$ cat config.mk
export PLATFORM = sky130hd
export DESIGN_NAME = bseq_core
export DESIGN_NICKNAME = d
export VERILOG_FILES = /design/src/rtl/bseq_pkg.sv /design/src/rtl/bseq_pc.sv /design/src/rtl/bseq_stack.sv /design/src/rtl/bseq_irq_poll.sv /design/src/rtl/bseq_core.sv
export SDC_FILE = /design/constraint.sdc
export NUM_CORES = 1
export LEC_CHECK = 0
export BUFFER_PORTS_ARGS = -buffer_cell sky130_fd_sc_hd__buf_2
export CAP_MARGIN = 20
export CORE_MARGIN = 1.5
export CORE_UTILIZATION = 45
export DETAILED_ROUTE_END_ITERATION = 6
export PLACE_DENSITY = 0.61
export SLEW_MARGIN = 20
export SYNTH_ARGS = -nofsm -noshare
export SYNTH_HDL_FRONTEND = slang
export SYNTH_HIERARCHICAL = 1
export SYNTH_SLANG_ARGS = --single-unit
$ cat constraint.sdc
create_clock -name clk -period 3 [get_ports clk]
set_input_delay 0 -clock clk [delete_from_list [all_inputs] [get_ports clk]]
set_output_delay 0 -clock clk [all_outputs]
set_load 0.01 [all_outputs]
$ cat src/rtl/bseq_pkg.sv
`timescale 1ns/1ps
package bseq_pkg;

  // Sequencer states; ST_FETCH doubles as the diverted fetch when an interrupt is pending.
  typedef enum logic [3:0] {
    ST_FETCH,
    ST_OPER,
    ST_BR_TAKE,
    ST_BR_FIX,
    ST_I_DUMMY,
    ST_I_PCH,
    ST_I_PCL,
    ST_I_STAT,
    ST_I_VECL,
    ST_I_VECH
  } seq_state_e;

  localparam logic [7:0] OPC_BR_ZSET = 8'hF0;  // branch when zero flag is 1
  localparam logic [7:0] OPC_BR_ZCLR = 8'hD0;  // branch when zero flag is 0
  localparam logic [7:0] STACK_PAGE  = 8'h01;

  function automatic logic is_branch(input logic [7:0] op);
    return (op == OPC_BR_ZSET) || (op == OPC_BR_ZCLR);
  endfunction

  function automatic logic branch_taken(input logic [7:0] op, input logic z);
    return (op == OPC_BR_ZSET) ? z : !z;
  endfunction

  // bit5 set, break bit clear, mask in bit2, zero in bit1
  function automatic logic [7:0] status_byte(input logic mask, input logic z);
    return {2'b00, 1'b1, 1'b0, 1'b0, mask, z, 1'b0};
  endfunction

endpackage

$ cat src/rtl/bseq_pc.sv
`timescale 1ns/1ps
module bseq_pc #(
  parameter int              ADDR_W   = 16,
  parameter logic [ADDR_W-1:0] RESET_PC = 16'h0200
) (
  input  logic              clk,
  input  logic              rst_n,
  input  logic              inc_en,
  input  logic              add_en,
  input  logic              fix_en,
  input  logic              vlo_en,
  input  logic              vhi_en,
  input  logic [7:0]        off,
  input  logic [7:0]        din,
  output logic [ADDR_W-1:0] pc,
  output logic              wrap
);
  localparam int HI_W = ADDR_W - 8;

  logic [ADDR_W-1:0] pc_q, pc_d;
  logic              dn_q, dn_d;
  logic [8:0]        lo_sum;
  logic              pc_en;

  // Low-byte add; a carry for a forward offset or no carry for a backward
  // offset means the high byte is wrong and needs a fixup cycle.
  assign lo_sum = {1'b0, pc_q[7:0]} + {1'b0, off};
  assign wrap   = off[7] ^ lo_sum[8];
  assign pc_en  = inc_en | add_en | fix_en | vlo_en | vhi_en;

  always_comb begin
    pc_d = pc_q;
    dn_d = dn_q;
    if (inc_en) pc_d = pc_q + ADDR_W'(1);
    if (add_en) begin
      pc_d[7:0] = lo_sum[7:0];
      dn_d      = off[7];
    end
    if (fix_en) begin
      pc_d[ADDR_W-1:8] = dn_q ? (pc_q[ADDR_W-1:8] - HI_W'(1))
                              : (pc_q[ADDR_W-1:8] + HI_W'(1));
    end
    if (vlo_en) pc_d[7:0]        = din;
    if (vhi_en) pc_d[ADDR_W-1:8] = HI_W'(din);
  end

  always_ff @(posedge clk or negedge rst_n) begin
    if (!rst_n) begin
      pc_q <= RESET_PC;
      dn_q <= 1'b0;
    end else if (pc_en) begin
      pc_q <= pc_d;
      dn_q <= dn_d;
    end
  end

  assign pc = pc_q;
endmodule

$ cat src/rtl/bseq_stack.sv
`timescale 1ns/1ps
module bseq_stack #(
  parameter int             SP_W     = 8,
  parameter logic [SP_W-1:0] SP_RESET = 8'hFF
) (
  input  logic            clk,
  input  logic            rst_n,
  input  logic            push_en,
  output logic [SP_W-1:0] sp
);
  logic [SP_W-1:0] sp_q, sp_d;

  // post-decrement after every push
  always_comb sp_d = sp_q - SP_W'(1);

  always_ff @(posedge clk or negedge rst_n) begin
    if (!rst_n)       sp_q <= SP_RESET;
    else if (push_en) sp_q <= sp_d;
  end

  assign sp = sp_q;
endmodule

$ cat src/rtl/bseq_irq_poll.sv
`timescale 1ns/1ps
module bseq_irq_poll (
  input  logic clk,
  input  logic rst_n,
  input  logic irq,
  input  logic poll_set,   // fresh sample (end of a real opcode fetch)
  input  logic poll_or,    // extra sample merged in (before a page fixup)
  input  logic take_clr,   // fetch has been diverted
  input  logic mask_set,   // handler entered
  output logic take,
  output logic mask
);
  logic take_q, take_d, take_en;
  logic mask_q;
  logic req;

  assign req     = irq & ~mask_q;
  assign take_en = poll_set | poll_or | take_clr;

  always_comb begin
    take_d = take_q;
    if (take_clr)      take_d = 1'b0;
    else if (poll_set) take_d = req;
    else if (poll_or)  take_d = take_q | req;
  end

  always_ff @(posedge clk or negedge rst_n) begin
    if (!rst_n)       take_q <= 1'b0;
    else if (take_en) take_q <= take_d;
  end

  always_ff @(posedge clk or negedge rst_n) begin
    if (!rst_n)        mask_q <= 1'b0;
    else if (mask_set) mask_q <= 1'b1;
  end

  assign take = take_q;
  assign mask = mask_q;
endmodule

$ cat src/rtl/bseq_core.sv
`timescale 1ns/1ps
module bseq_core
  import bseq_pkg::*;
#(
  parameter int              ADDR_W   = 16,
  parameter logic [ADDR_W-1:0] RESET_PC = 16'h0200,
  parameter logic [7:0]      SP_RESET = 8'hFF
) (
  input  logic              clk,
  input  logic              rst_n,
  input  logic              irq,
  input  logic              zero_flag,
  input  logic [7:0]        rd_data,
  output logic [ADDR_W-1:0] addr,
  output logic              wr_en,
  output logic [7:0]        wr_data,
  output logic              sync
);
  localparam logic [ADDR_W-1:0] VEC_LO = {{(ADDR_W-1){1'b1}}, 1'b0};
  localparam logic [ADDR_W-1:0] VEC_HI = {ADDR_W{1'b1}};

  // Reset: asserted asynchronously, released after two clock edges
  logic rs_meta, rst_sync_n;
  always_ff @(posedge clk or negedge rst_n) begin
    if (!rst_n) begin
      rs_meta    <= 1'b0;
      rst_sync_n <= 1'b0;
    end else begin
      rs_meta    <= 1'b1;
      rst_sync_n <= rs_meta;
    end
  end

  seq_state_e        state_q, state_d;
  logic [7:0]        op_q, op_d, off_q, off_d;
  logic              op_en, off_en;
  logic [ADDR_W-1:0] pc;
  logic              wrap;
  logic [7:0]        sp;
  logic              take, i_flag;

  logic inc_en, add_en, fix_en, vlo_en, vhi_en, push_en;
  logic poll_set, poll_or, take_clr, mask_set;
  logic sync_c, wr_c;
  logic [ADDR_W-1:0] addr_c;
  logic [7:0]        wdata_c;

  bseq_pc #(.ADDR_W(ADDR_W), .RESET_PC(RESET_PC)) u_pc (
    .clk(clk), .rst_n(rst_sync_n),
    .inc_en(inc_en), .add_en(add_en), .fix_en(fix_en),
    .vlo_en(vlo_en), .vhi_en(vhi_en),
    .off(off_q), .din(rd_data), .pc(pc), .wrap(wrap)
  );

  bseq_stack #(.SP_W(8), .SP_RESET(SP_RESET)) u_stack (
    .clk(clk), .rst_n(rst_sync_n), .push_en(push_en), .sp(sp)
  );

  bseq_irq_poll u_poll (
    .clk(clk), .rst_n(rst_sync_n), .irq(irq),
    .poll_set(poll_set), .poll_or(poll_or), .take_clr(take_clr),
    .mask_set(mask_set), .take(take), .mask(i_flag)
  );

  // Next-state and bus decode
  always_comb begin
    state_d  = state_q;
    op_d     = op_q;
    off_d    = off_q;
    op_en    = 1'b0;
    off_en   = 1'b0;
    inc_en   = 1'b0;
    add_en   = 1'b0;
    fix_en   = 1'b0;
    vlo_en   = 1'b0;
    vhi_en   = 1'b0;
    push_en  = 1'b0;
    poll_set = 1'b0;
    poll_or  = 1'b0;
    take_clr = 1'b0;
    mask_set = 1'b0;
    sync_c   = 1'b0;
    wr_c     = 1'b0;
    wdata_c  = 8'h00;
    addr_c   = pc;
    unique case (state_q)
      ST_FETCH: begin
        if (take) begin
          // diverted fetch, program counter held as return address
          take_clr = 1'b1;
          state_d  = ST_I_DUMMY;
        end else begin
          sync_c   = 1'b1;
          op_d     = rd_data;
          op_en    = 1'b1;
          inc_en   = 1'b1;
          poll_set = 1'b1;
          state_d  = ST_OPER;
        end
      end
      ST_OPER: begin
        if (is_branch(op_q)) begin
          off_d   = rd_data;
          off_en  = 1'b1;
          inc_en  = 1'b1;
          state_d = branch_taken(op_q, zero_flag) ? ST_BR_TAKE : ST_FETCH;
        end else begin
          state_d = ST_FETCH;       // dummy read, no increment
        end
      end
      ST_BR_TAKE: begin
        add_en  = 1'b1;
        poll_or = wrap;             // sampled only when a fixup follows; R9 otherwise
        state_d = wrap ? ST_BR_FIX : ST_FETCH;
      end
      ST_BR_FIX: begin
        fix_en  = 1'b1;
        state_d = ST_FETCH;
      end
      ST_I_DUMMY: state_d = ST_I_PCH;
      ST_I_PCH: begin
        addr_c  = ADDR_W'({STACK_PAGE, sp});
        wr_c    = 1'b1;
        wdata_c = pc[15:8];
        push_en = 1'b1;
        state_d = ST_I_PCL;
      end
      ST_I_PCL: begin
        addr_c  = ADDR_W'({STACK_PAGE, sp});
        wr_c    = 1'b1;
        wdata_c = pc[7:0];
        push_en = 1'b1;
        state_d = ST_I_STAT;
      end
      ST_I_STAT: begin
        addr_c  = ADDR_W'({STACK_PAGE, sp});
        wr_c    = 1'b1;
        wdata_c = status_byte(i_flag, zero_flag);
        push_en = 1'b1;
        state_d = ST_I_VECL;
      end
      ST_I_VECL: begin
        addr_c  = VEC_LO;
        vlo_en  = 1'b1;
        state_d = ST_I_VECH;
      end
      ST_I_VECH: begin
        addr_c   = VEC_HI;
        vhi_en   = 1'b1;
        mask_set = 1'b1;
        state_d  = ST_FETCH;
      end
      default: state_d = ST_FETCH;
    endcase
  end

  always_ff @(posedge clk or negedge rst_sync_n) begin
    if (!rst_sync_n) state_q <= ST_FETCH;
    else             state_q <= state_d;
  end

  always_ff @(posedge clk or negedge rst_sync_n) begin
    if (!rst_sync_n)  op_q <= 8'h00;
    else if (op_en)   op_q <= op_d;
  end

  always_ff @(posedge clk or negedge rst_sync_n) begin
    if (!rst_sync_n)  off_q <= 8'h00;
    else if (off_en)  off_q <= off_d;
  end

  // strobes held low until the internal reset has been released
  assign addr    = addr_c;
  assign wr_en   = wr_c & rst_sync_n;
  assign wr_data = wdata_c;
  assign sync    = sync_c & rst_sync_n;
endmodule

# Word-level counts from Yosys, hierarchy flattened
# Index checks and enable logic that the tools add are counted.
dict set report classes {
  order_cmp 0
  n_mul 0
  shift 0
  div_mod_pow 0
  n_bitwise 13
  n_reduce_logical 13
  add_sub_neg 5
  n_eq_ne 11
  n_mux 30
}
# op n
set op_table {}
lappend op_table {{16-bit case mux with 3 select lines} 1}
lappend op_table {{8-bit 2-to-1 mux} 5}
lappend op_table {{4-bit case mux with 8 select lines} 1}
lappend op_table {{8-bit case mux with 3 select lines} 1}
lappend op_table {{16-bit by 1-bit adder with 16-bit output, second input constant} 1}
lappend op_table {{4-bit by 3-bit equality test with 1-bit output, second input constant} 4}
lappend op_table {{8-bit equality test, second input constant} 2}
lappend op_table {{1-bit 2-to-1 mux} 16}
lappend op_table {{16-bit 2-to-1 mux} 1}
lappend op_table {{8-bit by 1-bit subtractor with 8-bit output, second input constant} 2}
lappend op_table {{8-bit by 8-bit adder with 9-bit output} 1}
lappend op_table {{3-bit nonzero test} 3}
lappend op_table {{8-bit by 1-bit adder with 8-bit output, second input constant} 1}
lappend op_table {{4-bit by 2-bit equality test with 1-bit output, second input constant} 2}
lappend op_table {{4-bit equality test, second input constant} 2}
lappend op_table {{2-bit AND reduction} 4}
lappend op_table {{1-bit bitwise OR} 7}
lappend op_table {{2-bit 2-to-1 mux} 3}
lappend op_table {{3-bit AND reduction} 2}
lappend op_table {{4-bit by 1-bit equality test with 1-bit output, second input constant} 1}
lappend op_table {{4-bit zero test} 1}
lappend op_table {{1-bit bitwise AND} 3}
lappend op_table {{3-bit 2-to-1 mux} 1}
lappend op_table {{3-bit OR reduction} 1}
lappend op_table {{other kinds (5)} 6}
dict set report totals {
  wordCells 83
  memories 0
  rom_bits 0
  regBits 49
  latchBits 0
  ramBits 0
}

# Longest topological paths before layout
# Gate-level depths: netlist of run 1.
dict set report logic_depth {
  word_depth 9
  mapped_depth 12
  mapped_depth_nobuf 12
}

# By module
# Netlist of run 1, hierarchy kept.
# module cells_each area_per_inst_um2 seq_area_each_um2 instances
set by_module_without_submodules {}
lappend by_module_without_submodules {bseq_pc 221 1755.4 426.7 1}
lappend by_module_without_submodules {bseq_core 138 1395.1 550.5 1}
lappend by_module_without_submodules {bseq_stack 28 364.1 210.2 1}
lappend by_module_without_submodules {bseq_irq_poll 7 90.1 50.0 1}

# Least setup slack after synthesis of run 1
# Ideal clock, no wire load.
dict set report synth_path {
  path_kind {register to register}
  from {reg u_pc.pc_q[0], in the netlist u_pc/pc[0]}
  to {reg state_q[1]}
  path_stages_with_launch 13
  slack_ns 0.558
  path_buffers 0
  t_arrival_ns 2.353
  required_ns 2.911
  cell_sequence {dfrtp_1 -> ha_1 -> inv_1 -> fa_1 -> nor2b_1 -> o21ai_0 -> a21boi_1 -> o21ai_0 -> a21oi_1 -> xor2_1 -> o21ai_0 -> mux2_2 -> o22ai_1}
}
dict set report synth_via {
  elab_chain_cells 4
}
# item line
set synth_lines {}
lappend synth_lines {{start, declared} bseq_pc.sv:20} ;# logic [ADDR_W-1:0] pc_q, pc_d;
lappend synth_lines {{start signal, assigned} bseq_pc.sv:52} ;# pc_q <= pc_d;
lappend synth_lines {{8-bit by 8-bit adder with 9-bit output} bseq_pc.sv:27} ;# assign lo_sum = {1'b0, pc_q[7:0]} + {1'b0, off};
lappend synth_lines {{1-bit bitwise XOR} bseq_pc.sv:28} ;# assign wrap = off[7] ^ lo_sum[8];
lappend synth_lines {{net wrap} bseq_core.sv:38} ;# logic wrap;
lappend synth_lines {{2-bit 2-to-1 mux} bseq_core.sv:114} ;# state_d = wrap ? ST_BR_FIX : ST_FETCH;
lappend synth_lines {{4-bit case mux with 8 select lines} bseq_core.sv:86} ;# unique case (state_q)
lappend synth_lines {{net state_d[1]} bseq_core.sv:34} ;# seq_state_e state_q, state_d;
lappend synth_lines {{end signal, assigned} bseq_core.sv:159} ;# else state_q <= state_d;
lappend synth_lines {{end, declared} bseq_core.sv:34}
# The timed path passes the listed nets, and every way through them passes these cells.
# A chain may end at the register's enable or synchronous reset.

# Worst setup path after layout of run 1
# Same ends and word-level chain as after synthesis.

==> results.sh, run 1 <==
export IMPL_clkLatencyLatePin_ns=0.31
export IMPL_synth_edf_count=0
export IMPL_numCtsBuffers=5
export IMPL_ys_flop_type="dfrtp_1"
export IMPL_drt_iter0_markers=128
export IMPL_grt_busiest_layer="met2"
export IMPL_hold_viol_final=0
export IMPL_worstSetupPathType="reg -> reg"
export IMPL_grt_use_met2_pct=37.62
export IMPL_cts_tree="done"
export IMPL_coreArea_um2=7727
export IMPL_tightest_slew_ns=0.5676
export IMPL_ys_seq_elements=49
export IMPL_netlist_area_um2=3605
export IMPL_worstPathRequired_ns=3.23
export IMPL_yosysUniqueCellTypes=64
export IMPL_ys_seq_area_share_pct=34.33
export IMPL_yosysWarnings=6
export IMPL_outcome="finished clean"
export IMPL_synth_commonest_cells="dfrtp_1, nor2_1, o21ai_0"
export IMPL_h_tree_depth=2
export IMPL_cts_sinks=49
export IMPL_instances_no_fill=543
export IMPL_grt_pass1_vias=3088
export IMPL_synthCells=394
export IMPL_gp_congestion=0.8342
export IMPL_path_clk_slew_ns=0.10
export IMPL_async_reset_ff_share_pct=100.0
export IMPL_synth_area_leaders="dfrtp_1, dfstp_2, mux2_2, ha_1, xnor2_1"
export IMPL_hold_buffers=9
export IMPL_io_pins=38
export IMPL_max_cap_viol_count=0
export IMPL_grt_max_degree=28
export IMPL_routed_via_density=5.562
export IMPL_finalSetupViolations=0
export IMPL_wl_per_cell_um=16.85
export IMPL_start_kind="flip-flop"
export IMPL_rsz0062_at_grt="false"
export IMPL_peakVddDrop_mv=0.5067
export IMPL_grt_use_met3_pct=3.120
export IMPL_first_pass_iters=4
export IMPL_syn_to_final_growth_pct=14.09
export IMPL_wl_um=9151
export IMPL_pre_cts_ws_ns=0.2732
export IMPL_maxSlewViolCount=0
export IMPL_gr_total_overflow=0
export IMPL_fin_ws_ns=0.2361
export IMPL_n_antenna_cell=0
export IMPL_numPortBuffers=37
export IMPL_power_leakage_nw=1.799
export IMPL_finalCritPeriodShare_pct=92.13
export IMPL_crit_fanout=7
export IMPL_ant_nets=0
export IMPL_drc=0
export IMPL_yosys_area_top_type="dfrtp_1"
export IMPL_hold_path_class="in -> reg"
export IMPL_grt_pass1_wl_um=15420
export IMPL_fp_dieW_um=92.50
export IMPL_power_mw=4.791
export IMPL_start_util_pct=46.65
export IMPL_dpl_cell_area_um2=3925
export IMPL_cp_end_kind="flip-flop"
export IMPL_hpwl_um=6786
export IMPL_use_met1_pct=31.76
export IMPL_dieArea_um2=8556
export IMPL_num_vias=3020
export IMPL_fin_nets=470
export IMPL_num_rows=32
export IMPL_fin_util_pct=53.22
export IMPL_drive_gt1_share_pct=24.72
export IMPL_die_h_um=92.50
export IMPL_grt_usage_pct=23.13
export IMPL_fmax_mhz=361.8
export IMPL_p_per_area_nw_per_um2=1165
export IMPL_cts_resized=0
export IMPL_fin_worst_skew_ns=0.009864
export IMPL_cts_root_buffer="clkbuf_8"
export IMPL_finalInstanceArea_um2=4113
export IMPL_arrival_ns=3.00
export IMPL_yosysTopAreaCellShare_pct=27.77
export IMPL_synthesis_nets=424
export IMPL_setup_tns_ns=0
export IMPL_whs_ns=0.004695
export IMPL_post_cts_setup_buffers=0
export IMPL_synth_most_common_cell="dfrtp_1"
export IMPL_antenna_found_initial=0
export IMPL_synth_area_per_cell_um2=9.149
export IMPL_max_slew_margin_rel_pct=62.16
export IMPL_dp_cells=526
export IMPL_cts_buffer_depth=2
export IMPL_fin_crit_ns=2.764
-- layout by cell type (no fill, tap or decap), drive strengths merged, types with 3 or more instances in the layout --
cell / instances
o21ai: 28
xor2: 12
mux2i: 3
inv: 24
nand2b: 9
a21oi: 25
nor2: 29
dfrtp: 40
clkbuf: 5
xnor2: 17
dlygate4sd3: 9
nor3: 10
a21o: 8
nand2: 24
nor3b: 7
nand3: 19
or2: 4
ha: 16
mux2: 21
o21a: 3
buf: 50
a22oi: 7
nand4: 9
dfstp: 9
a221oi: 3
and3: 5
nor2b: 11
-- final timing paths --
check | from | end | slack, ns | cells past startpoint
min in group asynchronous | rst_sync_n | u_pc/pc[15] | 0.27 | 0
worst min register to register | rst_sync_n | u_pc/pc[15] | 0.27 | 0
max in group asynchronous | rst_sync_n | u_pc/pc[9] | 1.94 | 1
worst max register to register | u_pc/pc[0] | state_q[1] | 0.24 | 12
worst min-delay path | rd_data[7] | u_pc/pc[15] | 0.005 | 3
worst max-delay path | u_pc/pc[0] | state_q[1] | 0.24 | 12
-- worst max-delay path: stages, from the launching register on --
cell      delay (ns)
dfrtp_1         0.48
ha_1            0.21
inv_1           0.06
fa_1            0.36
nor2b_1         0.14
o21ai_0         0.12
a21boi_1        0.28
o21ai_0         0.12
a21oi_1         0.16
xor2_1          0.24
o21ai_0         0.10
mux2_2          0.27
o22ai_1         0.14
-- area by class of cell --
| type | count | area, um2 |
|---|---|---|
| fillers | 718 | 3615 |
| flip-flops and latches | 49 | 1239 |
| multi-input cells | 303 | 2193 |
| clock buffers | 5 | 68.82 |
| well taps | 102 | 127.6 |
| inverters | 22 | 82.58 |
| clock inverters | 3 | 28.78 |
| repair buffers | 59 | 372.9 |
-- logic make-up (layout without fill, tap and decap cells) --
kind of cell | Yosys count | count (layout) | synth area share (%)
and+or+nand+nor | 137 | 137 | 22.84
AOI/OAI and AO/OA | 94 | 94 | 16.52
DFF | 49 | 49 | 34.33
buffers and inverters | 42 | 89 | 5.102
xor gates and xnor gates | 29 | 29 | 7.046
muxes | 24 | 24 | 7.393
adders and majority gates | 18 | 18 | 6.664
other | 1 | 1 | 0.1040
-- flip-flops by register name, indices dropped and copies added (netlist names) --
| signal | flops |
|---|---|
| u_poll/take | 1 |
| u_pc/pc | 16 |
| u_stack/sp | 8 |
| rst_sync_n | 1 |
| u_poll/mask | 1 |
| u_pc/dn_q | 1 |
| off_q | 8 |
| state_q | 4 |
| op_q | 8 |
| rs_meta | 1 |
-- metal layers --
metal | vias to the layer above | share of wire [%] | wire length [um]
met5 | - | 0 | 0
met4 | 0 | 1.7 | 153
met3 | 12 | 4.6 | 419
met2 | 64 | 48 | 4367
met1 | 1456 | 46 | 4211
li1 | 1488 | - | -
-- power breakdown --
group / switching [mW] / internal (mW)
clock network: 0.252 / 0.175
logic: 1.53 / 1.35
registers: 0.485 / 0.997
Note: power is estimated with default switching activity, not from simulation.
==> run 2, diff against run 1 <==
CTS_BUF_LIST = sky130_fd_sc_hd__clkbuf_16   (was not set)
==> run 2 against run 1 <==
Flip-flop and latch count unchanged. Combinational power about the same. Design area up 0.88%. Non-clock buffer count down 2. The flow now finishes with violations (negative hold slack).
==> results.sh, run 2 (synthesis gave the netlist of run 1 again) <==
export IMPL_start_util_pct=46.65
export IMPL_antenna_found_initial=0
export IMPL_drt_iter0_markers=142
export IMPL_fmax_mhz=362.3
export IMPL_drive_gt1_share_pct=24.83
export IMPL_max_cap_viol_count=0
export IMPL_gr_total_overflow=0
export IMPL_n_antenna_cell=0
export IMPL_fin_util_pct=53.69
export IMPL_crit_fanout=7
export IMPL_die_h_um=92.50
export IMPL_h_tree_depth=2
export IMPL_coreArea_um2=7727
export IMPL_syn_to_final_growth_pct=15.10
export IMPL_drc=0
export IMPL_whs_ns=-0.001534
export IMPL_hold_path_class="in -> reg"
export IMPL_n_fill_cell=706
export IMPL_wl_um=9268
export IMPL_dieArea_um2=8556
export IMPL_p_per_area_nw_per_um2=1197
export IMPL_cts_sinks=49
export IMPL_numPortBuffers=37
export IMPL_p_sw_share_pct=46.21
export IMPL_start_kind="flip-flop"
export IMPL_hold_viol_final=1
export IMPL_maxSlewViolCount=0
export IMPL_grt_usage_pct=23.31
export IMPL_tightest_slew_ns=0.5705
export IMPL_wl_per_cell_um=17.13
export IMPL_ant_nets=0
export IMPL_peakVddDrop_mv=0.5569
export IMPL_p_seq_share_pct=30.0
export IMPL_fp_dieW_um=92.50
export IMPL_routed_via_density=5.599
export IMPL_fin_nets=468
export IMPL_num_vias=3029
export IMPL_fin_worst_skew_ns=0.008968
export IMPL_fin_ws_ns=0.2398
export IMPL_setup_tns_ns=0
export IMPL_cts_buffer_depth=2
export IMPL_power_leakage_nw=1.816
export IMPL_gp_congestion=0.8342
export IMPL_finalCritPeriodShare_pct=92.01
export IMPL_finalSetupViolations=0
export IMPL_final_common_cell="dfrtp_1"
export IMPL_io_pins=38
export IMPL_cts_resized=0
export IMPL_rsz0062_at_grt="false"
export IMPL_cts_tree="done"
export IMPL_num_rows=32
export IMPL_failed_checks="negative hold slack"
export IMPL_worstSetupPathType="reg -> reg"
export IMPL_grt_pass1_vias=3096
export IMPL_largest_reg_flops=16
export IMPL_path_clk_slew_ns=0.07
export IMPL_cp_end_kind="flip-flop"
export IMPL_fin_crit_ns=2.760
export IMPL_post_cts_setup_buffers=0
export IMPL_hpwl_um=6786
export IMPL_power_internal_mw=2.671
export IMPL_p_switching_mw=2.294
export IMPL_cts_root_buffer="clkbuf_16"
export IMPL_arrival_ns=2.97
export IMPL_pwr_share_comb_pct=58.1
export IMPL_final_cell_mix="dfrtp_1, buf_2, nor2_1"
export IMPL_worstPathRequired_ns=3.21
export IMPL_first_pass_iters=5
export IMPL_clkLatencyLatePin_ns=0.30
export IMPL_clkPwrFrac_pct=11.9
export IMPL_max_slew_margin_rel_pct=61.96
export IMPL_power_mw=4.965
export IMPL_grt_max_degree=28
export IMPL_numCtsBuffers=5
export IMPL_outcome="finished, violations left"
export IMPL_pre_cts_ws_ns=0.2732
export IMPL_grt_pass1_wl_um=15500
[run 2: final cells by class]
cell class	count	area, um2	share of cell area [%]
multi-input combinational	303	2193	52.86
sequential	49	1239	29.86
timing repair buffer	57	352.8	8.504
tap	102	127.6	3.076
clock buffer	5	125.1	3.016
inverter	22	82.58	1.990
clock inverter	3	28.78	0.6936
[run 2: worst paths after layout]
| path | start | to | slack (ns) | depth (start not counted) |
|---|---|---|---|---|
| worst max-delay path | u_pc/pc[0] | state_q[1] | 0.24 | 12 |
| worst min-delay path | rd_data[6] | u_pc/pc[14] | -0.002 | 3 |
| worst max register to register | u_pc/pc[0] | state_q[1] | 0.24 | 12 |
| worst min register to register | rst_sync_n | u_pc/pc[15] | 0.26 | 0 |
| max in group asynchronous | rst_sync_n | u_pc/pc[9] | 1.95 | 1 |
| min in group asynchronous | rst_n | rst_sync_n | 0.01 | 2 |
[run 2: power by group through the flow]
stage               sequential (mW)  clock, mW  combinational [mW]
finish                         1.49      0.592                2.88
global route                   1.54      0.628                3.21
CTS                            1.49      0.605                2.88
detailed placement             1.50          0                2.85
global placement               1.49          0                2.80
floorplan                      1.30          0                2.22
[run 2: worst max-delay path, cell delays in order (launching register included)]
cell and delay [ns]:
dfrtp_1 0.48, ha_1 0.22, inv_1 0.06, fa_1 0.36
nor2b_1 0.14, o21ai_0 0.12, a21boi_1 0.28, o21ai_0 0.12
a21oi_1 0.16, xor2_1 0.24, o21ai_0 0.10, mux2_2 0.27
o22ai_1 0.14
[run 2: what timing repair did]
action | CTS | global route
hold endpoints to repair | 12 | 0
hold buffers | 7 | 0
endpoints found under the setup margin | 0 | 0
[run 2: metrics by stage]
stage / area (um2) / cells
global placement: 3925 / 526
finish: 4149 / 541
detailed placement: 3925 / 526
global route: 4149 / 541
floorplan: 3605 / 394
CTS: 4149 / 541
[run 2: layer usage]
layer | vias up | track usage, % | wire (um)
li1 | 1482 | - | -
met1 | 1470 | 31.77 | 4245
met2 | 65 | 38.05 | 4430
met3 | 12 | 3.366 | 441
met4 | 0 | 7.436 | 150
met5 | - | 0 | 0
